===== src/rtl/sram_async_ctrl.sv =====
module sram_async_ctrl #(
  parameter int CLK_NS  = 10,
  parameter int AW      = 19,
  parameter int T_RC    = 70,
  parameter int T_AA    = 70,
  parameter int T_DOE   = 35,
  parameter int T_WC    = 70,
  parameter int T_WP    = 50,
  parameter int T_DS    = 30,
  parameter int T_HZOE  = 25
) (
  input  logic          clk,
  input  logic          rst_n,
  input  logic          req_valid,
  output logic          req_ready,
  input  logic          req_write,
  input  logic [AW-1:0] req_addr,
  input  logic [15:0]   req_wdata,
  input  logic [1:0]    req_bmask,
  output logic [15:0]   rsp_rdata,
  output logic          rsp_valid,
  output logic          mem_ce1_n,
  output logic          mem_ce2,
  output logic          mem_we_n,
  output logic          mem_oe_n,
  output logic          mem_ub_n,
  output logic          mem_lb_n,
  output logic [AW-1:0] mem_addr,
  output logic [15:0]   mem_dq_o,
  output logic          mem_dq_oe,
  input  logic [15:0]   mem_dq_i
);

  function automatic int cyc(input int ns);
    int r;
    r = (ns + CLK_NS - 1) / CLK_NS;
    return (r < 1) ? 1 : r;
  endfunction

  function automatic int imax(input int a, input int b);
    return (a > b) ? a : b;
  endfunction

  localparam int N_RD  = imax(imax(cyc(T_RC), cyc(T_AA)), cyc(T_DOE));
  localparam int N_WP  = imax(cyc(T_WP), cyc(T_DS));
  localparam int N_WC  = cyc(T_WC);
  localparam int N_REC = (N_WC > N_WP) ? N_WC - N_WP : 0;
  localparam int N_HZ  = cyc(T_HZOE);
  localparam int CW    = $clog2(imax(N_RD, imax(N_WP, N_REC)) + 1) + 1;
  localparam int HW    = $clog2(N_HZ + 1) + 1;

  typedef enum logic [2:0] {S_IDLE, S_RD, S_TURN, S_WP, S_REC} st_t;

  st_t           st;
  logic [CW-1:0] cnt;
  logic [HW-1:0] hz;
  logic [1:0]    lanes;

  assign req_ready = (st == S_IDLE);
  wire accept  = req_valid && req_ready;
  wire turn_ok = mem_oe_n && (hz >= HW'(N_HZ - 1));
  wire [15:0] lane_mask = {{8{lanes[1]}}, {8{lanes[0]}}};

  always_ff @(posedge clk or negedge rst_n) begin
    if (!rst_n) hz <= HW'(N_HZ);
    else if (!mem_oe_n) hz <= '0;
    else if (hz != HW'(N_HZ)) hz <= hz + 1'b1;
  end

  always_ff @(posedge clk or negedge rst_n) begin
    if (!rst_n) begin
      st <= S_IDLE; cnt <= '0; lanes <= '0;
      mem_ce1_n <= 1'b1; mem_ce2 <= 1'b0; mem_we_n <= 1'b1; mem_oe_n <= 1'b1;
      mem_ub_n <= 1'b1; mem_lb_n <= 1'b1; mem_dq_oe <= 1'b0;
      mem_addr <= '0; mem_dq_o <= '0; rsp_rdata <= '0; rsp_valid <= 1'b0;
    end else begin
      rsp_valid <= 1'b0;
      case (st)
        S_IDLE: if (accept) begin
          mem_addr  <= req_addr;
          lanes     <= req_bmask;
          mem_ce1_n <= 1'b0;
          mem_ce2   <= 1'b1;
          mem_ub_n  <= ~req_bmask[1];
          mem_lb_n  <= ~req_bmask[0];
          cnt       <= CW'(1);
          if (!req_write) begin
            st <= S_RD; mem_oe_n <= 1'b0;
          end else begin
            mem_dq_o <= req_wdata;
            if (turn_ok) begin
              st <= S_WP; mem_we_n <= 1'b0; mem_dq_oe <= 1'b1;
            end else st <= S_TURN;
          end
        end
        S_RD: if (cnt == CW'(N_RD)) begin
          rsp_rdata <= mem_dq_i & lane_mask;
          rsp_valid <= 1'b1;
          st <= S_IDLE;
          mem_oe_n <= 1'b1; mem_ce1_n <= 1'b1; mem_ce2 <= 1'b0;
          mem_ub_n <= 1'b1; mem_lb_n <= 1'b1;
        end else cnt <= cnt + 1'b1;
        S_TURN: if (turn_ok) begin
          st <= S_WP; mem_we_n <= 1'b0; mem_dq_oe <= 1'b1;
        end
        S_WP: if (cnt == CW'(N_WP)) begin
          mem_we_n <= 1'b1; mem_dq_oe <= 1'b0; cnt <= CW'(1);
          if (N_REC == 0) begin
            st <= S_IDLE; mem_ce1_n <= 1'b1; mem_ce2 <= 1'b0;
            mem_ub_n <= 1'b1; mem_lb_n <= 1'b1;
          end else st <= S_REC;
        end else cnt <= cnt + 1'b1;
        S_REC: if (cnt >= CW'(N_REC)) begin
          st <= S_IDLE; mem_ce1_n <= 1'b1; mem_ce2 <= 1'b0;
          mem_ub_n <= 1'b1; mem_lb_n <= 1'b1;
        end else cnt <= cnt + 1'b1;
        default: st <= S_IDLE;
      endcase
    end
  end

  logic [CW-1:0] we_lo;
  always_ff @(posedge clk or negedge rst_n) begin
    if (!rst_n) we_lo <= '0;
    else if (!mem_we_n) we_lo <= we_lo + 1'b1;
    else we_lo <= '0;
  end

  a_r1_idle_pins: assert property (@(posedge clk) disable iff (!rst_n)
    req_ready |-> (mem_ce1_n && !mem_ce2 && mem_we_n && mem_oe_n && mem_ub_n && mem_lb_n && !mem_dq_oe));
  a_r2_valid_single: assert property (@(posedge clk) disable iff (!rst_n)
    rsp_valid |=> !rsp_valid);
  a_r3_pulse_width: assert property (@(posedge clk) disable iff (!rst_n)
    $rose(mem_we_n) |-> (we_lo == CW'(N_WP)));
  a_r7_float_wait: assert property (@(posedge clk) disable iff (!rst_n)
    $rose(mem_dq_oe) |-> (mem_oe_n && hz == HW'(N_HZ)));
  a_r8_no_overlap: assert property (@(posedge clk) disable iff (!rst_n)
    !(!mem_we_n && !mem_oe_n));
  a_r8_bus_with_we: assert property (@(posedge clk) disable iff (!rst_n)
    mem_dq_oe == !mem_we_n);
  a_r9_stable_pulse: assert property (@(posedge clk) disable iff (!rst_n)
    (!mem_we_n && $past(!mem_we_n)) |-> ($stable(mem_addr) && $stable(mem_dq_o) && $stable(mem_ub_n) && $stable(mem_lb_n)));
  a_r10_ready_busy: assert property (@(posedge clk) disable iff (!rst_n)
    (accept && req_write) |=> !req_ready);

endmodule


===== config.mk =====
export PLATFORM = sky130hd
export DESIGN_NAME = sram_async_ctrl
export DESIGN_NICKNAME = d
export VERILOG_FILES = /design/src/rtl/sram_async_ctrl.sv
export SDC_FILE = /design/constraint.sdc
export NUM_CORES = 1
export LEC_CHECK = 0
export BUFFER_PORTS_ARGS = -buffer_cell sky130_fd_sc_hd__buf_2
export CELL_PAD_IN_SITES_DETAIL_PLACEMENT = 0
export CELL_PAD_IN_SITES_GLOBAL_PLACEMENT = 1
export CORE_MARGIN = 5
export CORE_UTILIZATION = 30
export DETAILED_ROUTE_END_ITERATION = 12
export GPL_ROUTABILITY_DRIVEN = 0
export PLACE_DENSITY_LB_ADDON = 0.08
export SYNTH_ARGS = -nofsm -noshare
export SYNTH_HDL_FRONTEND = slang
export SYNTH_SLANG_ARGS = --single-unit

===== constraint.sdc =====
create_clock -name clk -period 3.6 [get_ports clk]
set_clock_uncertainty 0.2 [all_clocks]
set_input_delay 0.36 -clock clk [delete_from_list [all_inputs] [get_ports clk]]
set_output_delay 0.36 -clock clk [all_outputs]
set_load 0.005 [all_outputs]

==> flow_metrics.py, run 1 <==
metrics = {
    "drt": {
        "drt_iter0_drc": 151,
        "ant_nets": 0,
        "vias_per_cell": 4.38,
        "first_pass_iters": 4,
        "drc": 0,
        "vias": 2436,
        "routedWlPerCell_um": 14.1,
        "wirelength_mm": 7.82,
    },
    "worst_setup_path": {
        "crit_chain": "nor4b_4 -> buf_4 -> nand2_2 -> mux2_4",
        "required_ns": 3.61,
        "cp.arrival_ns": 2.29,
        "path_delay_family": "simple AND/OR/NAND/NOR gates",
        "start_kind": "register",
        "worstReg2RegStart": "st[2]",
        "criticalPathCategory": "register to register",
        "critPathLaunch": "st[2]",
        "slowest_stage": "dfrtp_1",
        "endpoint_kind": "register",
        "crit_fanout": 25,
        "path_buf_inv": 1,
        "r2r_setup_slack_ns": 1.33,
        "slowest_delay_ns": 0.55,
    },
    "grt": {
        "antenna_found_initial": 0,
        "grt_usage_pct": 13.2,
        "grt.overflow.total": 0,
        "first_global_vias": 2481,
        "grt_pass1_wl_mm": 13.1,
        "grt_max_degree": 72,
    },
    "synth": {
        "ys_warn_count": 0,
        "ys_seq_elements": 71,
        "syn_nets": 350,
        "ys_seq_area_share_pct": 58.7,
        "async_flop_share_pct": 100,
        "synth_compound_area_share_pct": 6.46,
        "synthXorXnorAreaFrac_pct": 0.576,
        "synth_top_area_share_pct": 52.6,
        "synth_cell_types": 44,
        "synth_mux_area_share_pct": 7.81,
        "synthAdderAreaFrac_pct": 2.06,
        "synth_area_mm2": 0.00304,
        "synth_top_flop_cell": "dfrtp_1",
        "synth-simple-area-share_pct": 21.1,
        "yosys.area.top_type": "dfrtp_1",
        "syn_avg_cell_area_um2": 10.6,
        "synth_top_family_by_area": "simple AND/OR/NAND/NOR gates",
        "synthCells": 288,
        "ys_top_cells_by_area": "dfrtp_1 53%, nand2_1 12%, dfstp_2 6.0%",
        "synth_edf_count": 0,
    },
    "pwr": {
        "p_per_area_mw_per_mm2": 809,
        "fin_total_pwr_uw": 3310,
        "ir_drop_mv": 0.290,
        "total_leakage_power_uw": 0.00214,
    },
    "clock_network": {
        "clockBufferDepth": 2,
        "path_clk_slew_ns": 0.07,
        "cts.sinks": 71,
        "ctsHtreeMaxLevel": 3,
        "postCtsSetupBuffers": 0,
        "cts_buffers": 9,
        "clock_latency_ns": 0.33,
        "cts_root_buf": "clkbuf_8",
        "cts_tree": "yes",
    },
    "hold_path": {
        "holdCritStartpoint": "req_addr[6]",
        "hp-class": "input port to register",
    },
    "placement": {
        "post-dp-hpwl_mm": 5.51,
        "port_buffers": 116,
        "dpl.cell_count": 525,
    },
    "floorplan": {
        "dieArea_mm2": 0.0123,
        "num_io_pins": 117,
        "die_w_um": 111,
        "coreArea_mm2": 0.00982,
        "num_rows": 36,
        "initial_core_util_pct": 31.0,
        "die_height_um": 111,
    },
    "timing": {
        "setup_viol": 0,
        "hold_viol_final": 0,
        "rsz0062_at_grt": "false",
        "finalSetupTns_ns": 0,
        "final.min_clock_period_ns": 2.27,
        "max-slew-margin-rel_pct": 38.5,
        "finalCritPeriodShare_pct": 63.1,
        "max_clock_freq_mhz": 440,
        "slew_violations": 0,
        "tightest_slew_ns": 0.923,
    },
    "layout": {
        "mostFrequentLayoutCell": "buf_2",
        "n_antenna_cell": 0,
        "nNetsFinal": 480,
        "final_cell_mix": "115 x buf_2, 101 x nand2_1, 64 x dfrtp_1",
        "final_cells": 556,
        "drive_gt1_share_pct": 38.3,
        "fillerInstances": 1022,
        "syn2layout_area_growth_pct": 34.5,
    },
    "outcome": {
        "status": "finished clean",
    },
    "run": {
        "cap_viol_max_count": 0,
    },
}
==> synth_stat cells, types with 2 or more instances <==
cell type / number
nand2_1: 101
dfrtp_1: 64
nand3_1: 20
mux2_4: 10
o21ai_0: 10
clkbuf_1: 7
dfstp_2: 7
inv_1: 7
mux2_2: 6
ha_1: 5
nor2_1: 5
a21oi_1: 4
nor2b_1: 4
buf_2: 3
a2bb2oi_1: 2
and2_1: 2
buf_6: 2
mux2i_1: 2
nand3b_1: 2
==> cell families after synthesis <==
| group | count (synthesis) |
|---|---|
| and+or+nand+nor | 144 |
| DFF | 71 |
| AOI/OAI and AO/OA | 27 |
| buffers and inverters | 21 |
| muxes | 18 |
| adders and majority gates | 5 |
| xor gates and xnor gates | 2 |
==> cell type report <==
type,instances,area (um2),area share [%]
clock buffer,12,145,3.55
multi-input combinational,196,1160,28.2
tap,133,166,4.06
sequential,71,1790,43.6
timing repair buffer,132,741,18.1
clock inverter,4,70.1,1.71
inverter,8,30.0,0.733
==> what timing repair did <==
action                    CTS  global route
hold buffers               14             1
resized for setup           0             0
hold endpoints to repair   16             1
==> sequential cells by signal, indices dropped and copies added (netlist names), 2 cells and up <==
signal / cells
cnt: 4
lanes: 2
mem_addr: 19
mem_dq_o: 16
st: 3
hz: 3
rsp_rdata: 16
==> layer usage <==
metal	vias to the layer above	global-route usage [%]	routed length (um)	part of all wire [%]
met3	8	5.46	493	6.3
met2	85	19.7	3510	45
li1	1211	-	-	-
met1	1132	17.4	3680	47
met4	0	4.19	135	1.7
met5	-	0	0	0
==> where the power goes <==
part	internal, uW	total, uW	switching, uW	leakage [uW]
logic	589	1170	578	0.00119
clock network	408	693	285	0.000110
registers	1190	1450	265	0.000831
total	2190	3310	1130	0.00214
==> worst reg2reg max path, delay by kind of cell, from the launching register on <==
| kind | cells | cell delay [ns] |
|---|---|---|
| buffers and inverters | 1 | 0.32 |
| DFF | 1 | 0.55 |
| muxes | 1 | 0.40 |
| and+or+nand+nor | 2 | 0.68 |
==> worst paths after layout <==
check                               end  depth (start not counted)
max in group asynchronous       mem_ce2                          2
max                         mem_dq_o[5]                          4
min in group asynchronous  rsp_rdata[5]                          2
min reg2reg                rsp_rdata[3]                          2
min                         mem_addr[6]                          3
max reg2reg                 mem_dq_o[5]                          4
==> through the flow <==
stage,cell area [um2],util (%),setup WS [ns],hold WS [ns]
floorplan,3040,-,1.68,-0.136
global placement,3730,38.0,1.33,0.250
detailed placement,3730,38.0,1.32,0.258
CTS,4080,41.6,1.31,0.00483
global route,4090,41.7,1.15,0.00758
finish,4090,41.7,1.33,0.0234
(Power assumes the default switching activity.)
==> run 2: changes to the inputs <==
clock period = 2.15 ns   (was 3.6 ns; I/O delays follow)
==> flow_metrics.py, run 2 (same netlist as run 1, synthesis figures left out) <==
metrics = {
    "timing": {
        "hold_slack_ns": 0.155,
        "setup_viol": 0,
        "finalCritPeriodShare_pct": 91.7,
        "rsz0062_at_grt": "false",
        "hold_viol_final": 0,
        "final.min_clock_period_ns": 1.97,
        "layout_setup_ws_ns": 0.178,
        "max-slew-margin-rel_pct": 72.2,
        "finalSetupTns_ns": 0,
        "slew_violations": 0,
        "tightest_slew_ns": 0.413,
        "max_clock_freq_mhz": 507,
    },
    "grt": {
        "grt_usage_pct": 14.3,
        "first_global_vias": 2807,
        "grt_pass1_wl_mm": 14.5,
        "grt_max_degree": 34,
        "grt.overflow.total": 0,
        "antenna_found_initial": 0,
    },
    "clock_network": {
        "ctsHtreeMaxLevel": 3,
        "path_clk_slew_ns": 0.08,
        "clockBufferDepth": 2,
        "clock_latency_ns": 0.33,
        "cts_root_buf": "clkbuf_8",
        "cts_tree": "yes",
        "cts_buffers": 9,
        "cts.sinks": 71,
        "postCtsSetupBuffers": 0,
    },
    "layout": {
        "regMostFlops": "mem_addr",
        "nNetsFinal": 528,
        "drive_gt1_share_pct": 36.5,
        "n_antenna_cell": 0,
        "largest_register_ffs": 19,
        "fin_util_pct": 46.5,
        "syn2layout_area_growth_pct": 50.2,
        "final_cell_mix": "115 x buf_2, 101 x nand2_1, 64 x dfrtp_1",
        "reg_top3": "mem_addr: 19 flops, mem_dq_o: 16 flops, rsp_rdata: 16 flops",
        "fillerInstances": 982,
        "mostFrequentLayoutCell": "buf_2",
    },
    "placement": {
        "port_buffers": 116,
        "post-dp-hpwl_mm": 5.75,
        "dpl_worst_slack_ns": 0.0579,
    },
    "worst_setup_path": {
        "crit_fanout": 5,
        "slowest_delay_ns": 0.42,
        "critPathLaunch": "cnt[0]",
        "crit_chain": "inv_1 -> ha_1 -> nor4_1 -> buf_4 -> a31oi_2 -> a2111oi_2 -> or3b_1",
        "endpoint_kind": "register",
        "worstReg2RegStart": "cnt[0]",
        "path_buf_inv": 2,
        "cp.arrival_ns": 1.98,
        "r2r_setup_slack_ns": 0.18,
        "path_delay_family": "compound AO/OA/AOI/OAI gates",
        "criticalPathCategory": "register to register",
        "start_kind": "register",
        "required_ns": 2.16,
        "slowest_stage": "dfrtp_1",
    },
    "floorplan": {
        "initial_core_util_pct": 31.0,
        "die_w_um": 111,
        "num_rows": 36,
        "num_io_pins": 117,
        "dieArea_mm2": 0.0123,
        "die_height_um": 111,
        "coreArea_mm2": 0.00982,
    },
    "run": {
        "cap_viol_max_count": 0,
    },
    "drt": {
        "first_pass_iters": 4,
        "routedWlPerCell_um": 13.8,
        "vias": 2619,
        "ant_nets": 0,
        "drt_iter0_drc": 139,
        "vias_per_cell": 4.34,
        "wirelength_mm": 8.31,
        "drc": 0,
    },
    "pwr": {
        "total_leakage_power_uw": 0.00234,
        "p_per_area_mw_per_mm2": 1250,
        "ir_drop_mv": 0.430,
    },
    "outcome": {
        "status": "finished clean",
    },
    "hold_path": {
        "hp-class": "input port to asynchronous set/reset pin",
    },
}
run 2: final timing paths:
check / cells after the start / endpoint
hold reg to reg: 2 / rsp_rdata[14]
hold / removal: 2 / rsp_rdata[6]
setup / recovery: 7 / cnt[3]
setup reg to reg: 7 / cnt[3]
min in group clk: 2 / rsp_rdata[14]
max in group asynchronous: 3 / mem_ce1_n
run 2: final cells by class:
class,instances,area (um2),area share (%)
Multi-Input combinational cell,196,1160,25.3
Timing Repair Buffer,180,1200,26.3
Tap cell,133,166,3.64
Sequential cell,71,1790,39.1
Clock inverter,6,93.8,2.05
Inverter,8,30.0,0.657
Clock buffer,10,138,3.01
run 2: power breakdown:
| part | internal, uW | switching [uW] | total, uW | leakage, uW |
|---|---|---|---|---|
| Sequential | 1990 | 431 | 2420 | 0.000831 |
| Clock | 691 | 520 | 1210 | 0.000113 |
| Combinational | 1080 | 1000 | 2080 | 0.00140 |
run 2: metal layers:
metal | track usage, % | up-vias | routed length, um
li1 | - | 1308 | -
met4 | 5.09 | 0 | 146
met2 | 23.0 | 78 | 3870
met1 | 18.3 | 1221 | 3780
met5 | 0 | - | 0
met3 | 4.26 | 12 | 514
run 2: per-stage QoR:
step                      area, um2  cells  total power [uW]
after floorplan                3040    288              3530
after global placement         3790    533              4470
after detailed placement       3790    533              4500
after CTS                      4570    604              5840
after global routing           4570    604              6230
final                          4570    604              5710
run 2: timing repair:
item,in CTS,in global routing
gates resized for setup,0,1
endpoints found under the hold margin,86,0
setup endpoints to repair,0,3
hold buffers,55,0
